<file path="src/rtl/seq_pkg.sv">
package seq_pkg;

    // Control opcode and its step-delay options
    localparam logic [3:0] OP_CTRL     = 4'h0;
    localparam logic [3:0] OPT_DLY_OFF = 4'h2;
    localparam logic [3:0] OPT_DLY_ON  = 4'h6;

    // Control/status word bit positions
    localparam int CSR_EN_BIT    = 15;
    localparam int CSR_START_BIT = 7;
    localparam int CSR_ERR_BIT   = 0;

    // Register map
    localparam int ADDR_CSR   = 0;
    localparam int ADDR_PTR   = 1;
    localparam int ADDR_QBASE = 2;

    typedef struct packed {
        logic [3:0] opcode;
        logic [3:0] option;
    } step_cmd_t;

endpackage

</file>
<file path="src/rtl/seq_queue.sv">
module seq_queue #(
    parameter int NUM_WORDS = 4,
    parameter int IDX_W     = 2
) (
    input  logic             clk,
    input  logic             rst_n,
    input  logic             wr_en,
    input  logic [IDX_W-1:0] wr_idx,
    input  logic [15:0]      wr_data,
    input  logic [IDX_W-1:0] fetch_idx,
    output logic [15:0]      fetch_word,
    input  logic [IDX_W-1:0] sw_idx,
    output logic [15:0]      sw_word
);

    typedef logic [NUM_WORDS-1:0][15:0] qmem_t;

    qmem_t mem_d, mem_q;

    always_comb begin
        mem_d = mem_q;
        if (wr_en && (int'(wr_idx) < NUM_WORDS)) begin
            mem_d[wr_idx] = wr_data;
        end
    end

    always_ff @(posedge clk) begin
        if (!rst_n) begin
            mem_q <= '0;
        end else begin
            mem_q <= mem_d;
        end
    end

    assign fetch_word = (int'(fetch_idx) < NUM_WORDS) ? mem_q[fetch_idx] : 16'h0000;
    assign sw_word    = (int'(sw_idx) < NUM_WORDS) ? mem_q[sw_idx] : 16'h0000;

    // a write lands in the addressed word
    a_r2_write_lands: assert property (@(posedge clk) disable iff (!rst_n)
        (wr_en && (int'(wr_idx) < NUM_WORDS)) |=> (mem_q[$past(wr_idx)] == $past(wr_data)));

endmodule

</file>
<file path="src/rtl/seq_decode.sv">
module seq_decode
    import seq_pkg::*;
(
    input  logic [15:0] word,
    input  logic        sel_hi,
    output step_cmd_t   cmd,
    output logic        is_dly_on,
    output logic        is_dly_off
);

    logic [7:0] cmd_byte;

    always_comb begin
        cmd_byte   = sel_hi ? word[15:8] : word[7:0];
        cmd        = step_cmd_t'(cmd_byte);
        is_dly_on  = (cmd.opcode == OP_CTRL) && (cmd.option == OPT_DLY_ON);
        is_dly_off = (cmd.opcode == OP_CTRL) && (cmd.option == OPT_DLY_OFF);
    end

endmodule

</file>
<file path="src/rtl/seq_ctrl.sv">
module seq_ctrl
    import seq_pkg::*;
#(
    parameter int NUM_STEPS = 8,
    parameter int PTR_W     = 3,
    parameter int IDX_W     = 2,
    parameter int ADDR_W    = 4
) (
    input  logic              clk,
    input  logic              rst_n,
    input  logic              reg_we,
    input  logic [ADDR_W-1:0] reg_addr,
    input  logic              wr_en_bit,
    input  logic              wr_start_bit,
    input  logic              wr_clr_bit,
    input  logic              step_tick,
    input  step_cmd_t         fetch_cmd,
    input  logic              fetch_dly_on,
    input  logic              fetch_dly_off,
    output logic              q_wr_en,
    output logic [IDX_W-1:0]  q_wr_idx,
    output logic              en,
    output logic              start,
    output logic              err,
    output logic [PTR_W-1:0]  ptr,
    output logic              cmd_valid,
    output step_cmd_t         cmd_out,
    output logic [PTR_W-1:0]  cmd_step,
    output logic              dly_on,
    output logic              dly_off
);

    localparam int NUM_WORDS = NUM_STEPS / 2;
    localparam logic [PTR_W-1:0] LAST_STEP = PTR_W'(NUM_STEPS - 1);

    typedef struct packed {
        logic             en;
        logic             start;
        logic             err;
        logic [PTR_W-1:0] ptr;
        logic             cmd_valid;
        step_cmd_t        cmd;
        logic [PTR_W-1:0] step;
        logic             dly_on;
        logic             dly_off;
    } ctrl_state_t;

    ctrl_state_t s_d, s_q;

    logic is_csr;
    logic is_queue;
    logic blocked;
    logic exec;

    always_comb begin
        is_csr   = (reg_addr == ADDR_W'(ADDR_CSR));
        is_queue = (reg_addr >= ADDR_W'(ADDR_QBASE)) &&
                   (reg_addr <  ADDR_W'(ADDR_QBASE + NUM_WORDS));
        blocked  = reg_we && !is_csr && s_q.en;
        exec     = step_tick && s_q.en && s_q.start;

        q_wr_en  = reg_we && is_queue && !s_q.en;
        q_wr_idx = IDX_W'(reg_addr - ADDR_W'(ADDR_QBASE));

        s_d           = s_q;
        s_d.cmd_valid = 1'b0;
        s_d.dly_on    = 1'b0;
        s_d.dly_off   = 1'b0;

        if (exec) begin
            s_d.cmd_valid = 1'b1;
            s_d.cmd       = fetch_cmd;
            s_d.step      = s_q.ptr;
            s_d.dly_on    = fetch_dly_on;
            s_d.dly_off   = fetch_dly_off;
            s_d.ptr       = (s_q.ptr == LAST_STEP) ? '0 : s_q.ptr + 1'b1;
        end

        if (reg_we && is_csr) begin
            s_d.en    = wr_en_bit;
            s_d.start = wr_start_bit;
            if (wr_clr_bit) begin
                s_d.err = 1'b0;
            end
            if (wr_en_bit && !s_q.en) begin
                s_d.ptr = '0;
            end
        end

        if (blocked) begin
            s_d.err = 1'b1;
        end
    end

    always_ff @(posedge clk) begin
        if (!rst_n) begin
            s_q <= '0;
        end else begin
            s_q <= s_d;
        end
    end

    assign en        = s_q.en;
    assign start     = s_q.start;
    assign err       = s_q.err;
    assign ptr       = s_q.ptr;
    assign cmd_valid = s_q.cmd_valid;
    assign cmd_out   = s_q.cmd;
    assign cmd_step  = s_q.step;
    assign dly_on    = s_q.dly_on;
    assign dly_off   = s_q.dly_off;

    // a rising enable leaves the pointer at step zero
    a_r4_enable_rewinds: assert property (@(posedge clk) disable iff (!rst_n)
        $rose(s_q.en) |-> (s_q.ptr == '0));

    // while enabled, the pointer only moves on a step tick
    a_r5_ptr_held: assert property (@(posedge clk) disable iff (!rst_n)
        (s_q.en && !step_tick) |=> $stable(s_q.ptr));

    // after a command the pointer sits one past its step, wrapping
    a_r6_ptr_follows: assert property (@(posedge clk) disable iff (!rst_n)
        s_q.cmd_valid |-> (s_q.ptr == ((s_q.step == LAST_STEP) ? '0 : s_q.step + 1'b1)));

    // no command unless enabled and started
    a_r7_idle_quiet: assert property (@(posedge clk) disable iff (!rst_n)
        !(s_q.en && s_q.start) |=> !s_q.cmd_valid);

    // delay pulses are exclusive and ride with a command
    a_r8_pulse_with_cmd: assert property (@(posedge clk) disable iff (!rst_n)
        (s_q.dly_on || s_q.dly_off) |-> (s_q.cmd_valid && $onehot0({s_q.dly_on, s_q.dly_off})));

    // a refused write raises the error flag
    a_r9_blocked_flags: assert property (@(posedge clk) disable iff (!rst_n)
        blocked |=> s_q.err);

endmodule

</file>
<file path="src/rtl/step_queue_seq.sv">
module step_queue_seq
    import seq_pkg::*;
#(
    parameter int NUM_STEPS = 8,
    parameter int ADDR_W    = 4
) (
    input  logic                         clk,
    input  logic                         rst_n,
    input  logic                         reg_we,
    input  logic [ADDR_W-1:0]            reg_addr,
    input  logic [15:0]                  reg_wdata,
    output logic [15:0]                  reg_rdata,
    input  logic                         step_tick,
    output logic                         cmd_valid,
    output logic [3:0]                   cmd_opcode,
    output logic [3:0]                   cmd_option,
    output logic [$clog2(NUM_STEPS)-1:0] cmd_step,
    output logic                         dly_enable_pulse,
    output logic                         dly_disable_pulse
);

    localparam int PTR_W     = $clog2(NUM_STEPS);
    localparam int NUM_WORDS = NUM_STEPS / 2;
    localparam int IDX_W     = PTR_W - 1;

    logic             q_wr_en;
    logic [IDX_W-1:0] q_wr_idx;
    logic [15:0]      fetch_word;
    logic [15:0]      sw_word;
    logic [IDX_W-1:0] sw_idx;
    step_cmd_t        fetch_cmd;
    logic             fetch_dly_on;
    logic             fetch_dly_off;
    logic             en, start, err;
    logic [PTR_W-1:0] ptr;
    step_cmd_t        cmd_out;
    logic             in_queue_range;

    assign sw_idx = IDX_W'(reg_addr - ADDR_W'(ADDR_QBASE));

    seq_queue #(
        .NUM_WORDS (NUM_WORDS),
        .IDX_W     (IDX_W)
    ) u_queue (
        .clk        (clk),
        .rst_n      (rst_n),
        .wr_en      (q_wr_en),
        .wr_idx     (q_wr_idx),
        .wr_data    (reg_wdata),
        .fetch_idx  (ptr[PTR_W-1:1]),
        .fetch_word (fetch_word),
        .sw_idx     (sw_idx),
        .sw_word    (sw_word)
    );

    seq_decode u_decode (
        .word       (fetch_word),
        .sel_hi     (ptr[0]),
        .cmd        (fetch_cmd),
        .is_dly_on  (fetch_dly_on),
        .is_dly_off (fetch_dly_off)
    );

    seq_ctrl #(
        .NUM_STEPS (NUM_STEPS),
        .PTR_W     (PTR_W),
        .IDX_W     (IDX_W),
        .ADDR_W    (ADDR_W)
    ) u_ctrl (
        .clk           (clk),
        .rst_n         (rst_n),
        .reg_we        (reg_we),
        .reg_addr      (reg_addr),
        .wr_en_bit     (reg_wdata[CSR_EN_BIT]),
        .wr_start_bit  (reg_wdata[CSR_START_BIT]),
        .wr_clr_bit    (reg_wdata[CSR_ERR_BIT]),
        .step_tick     (step_tick),
        .fetch_cmd     (fetch_cmd),
        .fetch_dly_on  (fetch_dly_on),
        .fetch_dly_off (fetch_dly_off),
        .q_wr_en       (q_wr_en),
        .q_wr_idx      (q_wr_idx),
        .en            (en),
        .start         (start),
        .err           (err),
        .ptr           (ptr),
        .cmd_valid     (cmd_valid),
        .cmd_out       (cmd_out),
        .cmd_step      (cmd_step),
        .dly_on        (dly_enable_pulse),
        .dly_off       (dly_disable_pulse)
    );

    assign cmd_opcode = cmd_out.opcode;
    assign cmd_option = cmd_out.option;

    // read-back map
    always_comb begin
        in_queue_range = (reg_addr >= ADDR_W'(ADDR_QBASE)) &&
                         (reg_addr <  ADDR_W'(ADDR_QBASE + NUM_WORDS));
        reg_rdata = 16'h0000;
        if (reg_addr == ADDR_W'(ADDR_CSR)) begin
            reg_rdata[CSR_EN_BIT]    = en;
            reg_rdata[CSR_START_BIT] = start;
            reg_rdata[CSR_ERR_BIT]   = err;
        end else if (reg_addr == ADDR_W'(ADDR_PTR)) begin
            reg_rdata = {{(16 - PTR_W){1'b0}}, ptr};
        end else if (in_queue_range) begin
            reg_rdata = sw_word;
        end
    end

endmodule

</file>
<file path="config.mk">
export PLATFORM = sky130hd
export DESIGN_NAME = step_queue_seq
export DESIGN_NICKNAME = d
export VERILOG_FILES = /design/src/rtl/seq_pkg.sv /design/src/rtl/seq_queue.sv /design/src/rtl/seq_decode.sv /design/src/rtl/seq_ctrl.sv /design/src/rtl/step_queue_seq.sv
export SDC_FILE = /design/constraint.sdc
export NUM_CORES = 1
export LEC_CHECK = 0
export BUFFER_PORTS_ARGS = -buffer_cell sky130_fd_sc_hd__buf_2
export CAP_MARGIN = 40
export CORE_ASPECT_RATIO = 0.5
export CORE_UTILIZATION = 55
export CTS_CLUSTER_SIZE = 14
export DETAILED_ROUTE_END_ITERATION = 8
export PLACE_DENSITY = 0.76
export SETUP_SLACK_MARGIN = 0.4
export SLEW_MARGIN = 10
export SYNTH_ARGS = -nofsm -noshare
export SYNTH_HDL_FRONTEND = slang
export SYNTH_SLANG_ARGS = --single-unit
</file>
<file path="constraint.sdc">
create_clock -name clk -period 5.2 [get_ports clk]
set_clock_uncertainty 0.1 [all_clocks]
set_input_delay 0.52 -clock clk [delete_from_list [all_inputs] [get_ports clk]]
set_output_delay 0.52 -clock clk [all_outputs]
set_load 0.02 [all_outputs]
</file>
* After elaboration in Yosys (flattened, before gate mapping)
Cells that the tools add are included.
** Operators by class
- Equal/unequal tests :: 4
- Magnitude comparators :: 5
- Reduce and logical (&&, ||, !) cells :: 20
- Add/subtract/negate cells :: 2
- Mux-type cells :: 21
** Operators with widths (count)
- $mux 16 :: 5
- $bmux 16 s2 :: 2
- $bwmux 64 :: 1
- $demux 16 s2 :: 1
- $mux 17 :: 1
- $logic_and 1x1->1 :: 12
- $logic_not 4->1 :: 2
- $mux 8 :: 1
- $mux 7 :: 1
- $lt 2x3->1 const B :: 2
- $mux 3 :: 2
- $mux 6 :: 1
- $mux 1 :: 5
- $eq 4x1->1 const B :: 1
- $eq 4x2->1 const B :: 1
- $eq 4x3->1 const B :: 1
- $ge 4x2->1 const B :: 1
- $lt 4x3->1 const B :: 1
- $mux 4 :: 1
- $reduce_and 2->1 :: 2
- $reduce_bool 2->1 :: 2
- $add 3x1->3 const B :: 1
- $eq 3x3->1 const B :: 1
- $ge 2x1->1 const B :: 1
- other kinds (2) :: 3
** Word-level totals
- Word-level logic and storage cells :: 66
- Register bits :: 84

* Logic depth before layout (Yosys ltp)
- Word-level depth :: 9
- Depth in mapped cells :: 7
- Gate-level depth less buffers :: 5

* Cells and area by module
A second synthesis with hierarchy kept.
** Unflattened totals
- Cells, all modules :: 418
- Area total of the unflattened synthesis :: 4613.2 µm²
** By module, submodules not included
- seq_queue :: area each 3119.2 µm², cells an instance 268, instances 1
- seq_ctrl :: area each 913.4 µm², cells an instance 93, instances 1
- step_queue_seq :: area each 384.1 µm², cells an instance 39, instances 1
- seq_decode :: area each 196.4 µm², cells an instance 18, instances 1

* Least setup slack after synthesis
Ideal clock, no wire load.
- Path type :: input port to output port
- Start :: input port reg_addr[1]
- End :: output port reg_rdata[0]
- Data arrival time :: 1.866 ns
- Slack :: 2.714 ns
- Cell stages on the path :: 5
- Path through :: buf_4 buf_1 nor3b_1 a22oi_1 o21ai_0
** On the way
- Cells in the longest elaborated chain, start to end :: 6
- Elaborated cells on any way between the ends :: 11
- Those cells by class :: add/sub: 1; order compare: 2; eq/ne: 1; mux: 5; reduce/logical: 2
** Ends and longest elaborated chain
- from (decl) :: line step_queue_seq.sv:10 : input logic [ADDR_W-1:0] reg_addr,
- $sub 2x2->2 :: line step_queue_seq.sv:39 : assign sw_idx = IDX_W'(reg_addr - ADDR_W'(ADDR_QBASE));
- $bmux 16 s2 :: line seq_queue.sv:36 : assign sw_word = (int'(sw_idx) < NUM_WORDS) ? mem_q[sw_idx] : 16'h0000;
- $mux 16 (not written as such) :: line seq_queue.sv:36
- $mux 16 :: line step_queue_seq.sv:108 : end else if (in_queue_range) begin
- $mux 16 :: line step_queue_seq.sv:106 : end else if (reg_addr == ADDR_W'(ADDR_PTR)) begin
- $mux 1 * :: line step_queue_seq.sv:102 : if (reg_addr == ADDR_W'(ADDR_CSR)) begin
- to (decl) :: line step_queue_seq.sv:12 : output logic [15:0] reg_rdata,
Every way passes the cells marked *; elsewhere a longest branch is shown, timed or not. The select of a mux whose other input is x is not followed.

* Final worst setup path
- Start :: input port reg_addr[1]
- End :: output port reg_rdata[2]
** On the way
- Cells in the longest elaborated chain, start to end :: 6
- Elaborated cells on any way between the ends :: 11
- Those cells by class :: add/sub: 1; order compare: 2; eq/ne: 1; mux: 5; reduce/logical: 2
** Ends and longest elaborated chain (line)
- $sub 2x2->2 :: step_queue_seq.sv:39
- $bmux 16 s2 :: seq_queue.sv:36
- $mux 16 (not written as such) :: seq_queue.sv:36
- $mux 16 :: step_queue_seq.sv:108
- $mux 16 :: step_queue_seq.sv:106
- $mux 6 * :: step_queue_seq.sv:102
Marked as above.

==> flow_summary.ini <==
[cells_and_area]
layout_common_cells = 84 x dfxtp_1, 53 x buf_2, 51 x nor2_1
final_common_cell = dfxtp_1
syn_to_final_growth_pct = 13.5
drive_gt1_share_pct = 24.7
n_antenna_cell = 0
nFillCells = 621
nets = 488

[global_routing]
grt_pass1_vias = 3245
grt-ovfl-total = 0
grtUsageTotal_pct = 27.2
antenna_found_initial = 0
grt_first_pass_wirelength_mm = 16.7
grt_max_degree = 68

[timing]
timing.hold.ws_ns = 0.349
period_share_pct = 53.1
tns_ns = 0
fmax_ghz = 0.362
rsz0062_at_grt = no
period_minus_slack_ns = 2.76
slew_viol_final = 0
slew_headroom_pct = 45.8
setup_viol = 0
final-hold-violation-count = 0
tightest_slew_ns = 0.813

[power]
switching_share_pct = 22.5
pwr-share-clk_pct = 45.9
power.net_switching_mw = 0.313
vdd_drop_max_mv = 0.155
p_int_mw = 1.08
p_seq_share_pct = 47.3
p_leak_nw = 1.76
pwr_density_cell_mw_per_mm2 = 288
p_comb_share_pct = 6.8

[synth]
synth_top_family_by_area = multiplexers
ys_ff_latch = 84
ys_seq_area_share_pct = 39.6
synth_xor_area_share_pct = 0.383
yosysWarnings = 0
synth-simple-area-share_pct = 15.8
synth_area_mm2 = 0.00425
synthArstFlopShare_pct = 0
yosysUniqueCellTypes = 34
synthAdderAreaFrac_pct = 0.589
synth_top_area_cell = dfxtp_1
syn-num-nets = 455
synth_top_cell_area_share_pct = 39.6
synth_cells = 429
ys.flop_type = dfxtp_1
synth_compound_area_share_pct = 11.2
synthMuxAreaShare_pct = 27.0
synth.avg_cell_area_um2 = 9.90
synthTopCellsByArea = dfxtp_1 40%, mux4_2 17%, mux2i_1 9.2%
synth_edf_count = 0

[drt]
wl_mm = 10.4
vias = 3567
ant_nets = 0
drt-initial-drc-count = 360
vias_per_cell = 6.36
wl_per_cell_um = 18.5
drc = 0
drt-pass1-iter-count = 4

[critical_path]
crit_top_cell = buf_2
reg2reg_from = u_ctrl.ptr[1]
crit_buf_inv = 3
rrSetupSlack_ns = 2.85
cp_top_family = buffers and inverters
crit_path_start = reg_addr[1]
cp_cell_sequence = buf_2, buf_4, mux4_2, a22oi_1, nor2_1, buf_2
required_ns = 4.58
crit_type = primary input to primary output
end_kind = primary output
crit_arrival_ns = 2.14
max_stage_delay_ns = 0.59
cp-start-kind = primary input
cp_slowest_cell = mux4_2
cp_max_fo = 53

[worst_hold_path]
hp-start = u_ctrl.cmd_step[1]
hp-class = flop to flop

[clock_network]
clk_pin_slew_ns = 0.06
cts_setup_buffers = 0
cts_made_buffers = 9
cts_resized = 0
cts_max_level = 3
worstSkewPairLatency_ns = 0.34
cts_tree = yes
cts_hold_buf = 0
cts_max_path_buffers = 2
cts_sinks = 84
root_buffer = clkbuf_16

[die]
placementRows = 22
die_h_um = 64.1
start_util_pct = 57.4
die_area_mm2 = 0.00810
core_mm2 = 0.00740
fp.dieW_um = 126
io_pins = 54

[place]
dp_hpwl_mm = 6.76
gp_congestion = 0.784
io_buffers = 53

[run_status]
status = complete, no violations

[job]
max_cap_violations = 0
## Yosys cell counts, types with 4 or more instances
cell type,n
a211oi_1,7
a21oi_1,42
and3_1,12
buf_2,7
buf_4,4
buf_6,5
clkbuf_1,22
dfxtp_1,84
mux2i_1,39
mux4_2,32
nand2_1,16
nand3_1,37
nor2_1,51
o21ai_0,33
## worst paths after layout
path | endpoint | cells after the start
max | reg_rdata[2] | 6
min | u_ctrl.cmd_step[1] | 2
max reg2reg | u_ctrl.dly_off | 6
min reg2reg | u_ctrl.cmd_step[1] | 2
## worst register-to-register path, delay by kind of cell (launching register included)
| family | cells | cell delay (ns) |
|---|---|---|
| buf+inv | 2 | 0.45 |
| simple gates | 2 | 0.43 |
| mux | 2 | 0.91 |
| flops | 1 | 0.38 |
## state kept, by name, indices dropped and copies added (netlist names)
signal,cells
u_ctrl.cmd_valid,1
u_ctrl.cmd_step,3
u_ctrl.en,1
u_ctrl.dly_on,1
u_ctrl.start,1
u_queue.mem_q,64
u_ctrl.err,1
u_ctrl.cmd_out,8
u_ctrl.ptr,3
u_ctrl.dly_off,1
## metrics by stage
step	setup slack, ns	cells	area (um2)	total power, mW	util [%]
2_1_floorplan	2.71	429	4250	0.731	-
3_3_place_gp	2.36	544	4470	0.760	60.4
3_5_place_dp	2.40	547	4530	0.764	61.2
4_1_cts	2.41	561	4820	1.40	65.1
5_1_grt	2.28	561	4820	1.43	65.1
6_report	2.44	561	4820	1.39	65.1
## layer usage
layer | share of wire (%) | global-route usage [%]
met5 | 0 | 0
met4 | 1.5 | 9.04
met3 | 7.4 | 5.86
met2 | 45 | 42.7
met1 | 46 | 37.6
## logic make-up (layout without fill, tap and decap cells)
family | Yosys count | in the layout
buffers and inverters | 45 | 81
AO/OA/AOI/OAI | 88 | 88
AND/OR/NAND/NOR | 136 | 136
adder cells (fa/ha/maj) | 2 | 2
multiplexers | 73 | 73
flip-flops | 84 | 84
XOR/XNOR | 1 | 1
## cell type report
cell class,count,area (um2),share of cell area [%]
Clock buffer,12,256,5.32
Clock inverter,2,35.0,0.727
Inverter,4,15.0,0.312
Multi-Input combinational cell,300,2340,48.5
Sequential cell,84,1680,34.9
Tap cell,96,120,2.49
Timing Repair Buffer,63,375,7.79
## power groups by stage
stage                     Combinational, mW  Clock (mW)  Sequential (mW)
after global routing                  0.102       0.668            0.658
after CTS                            0.0931       0.645            0.657
after detailed placement             0.0927           0            0.671
after global placement               0.0889           0            0.671
final                                0.0941       0.638            0.658
after floorplan                      0.0616           0            0.669
Power figures use the tool's default switching activity.
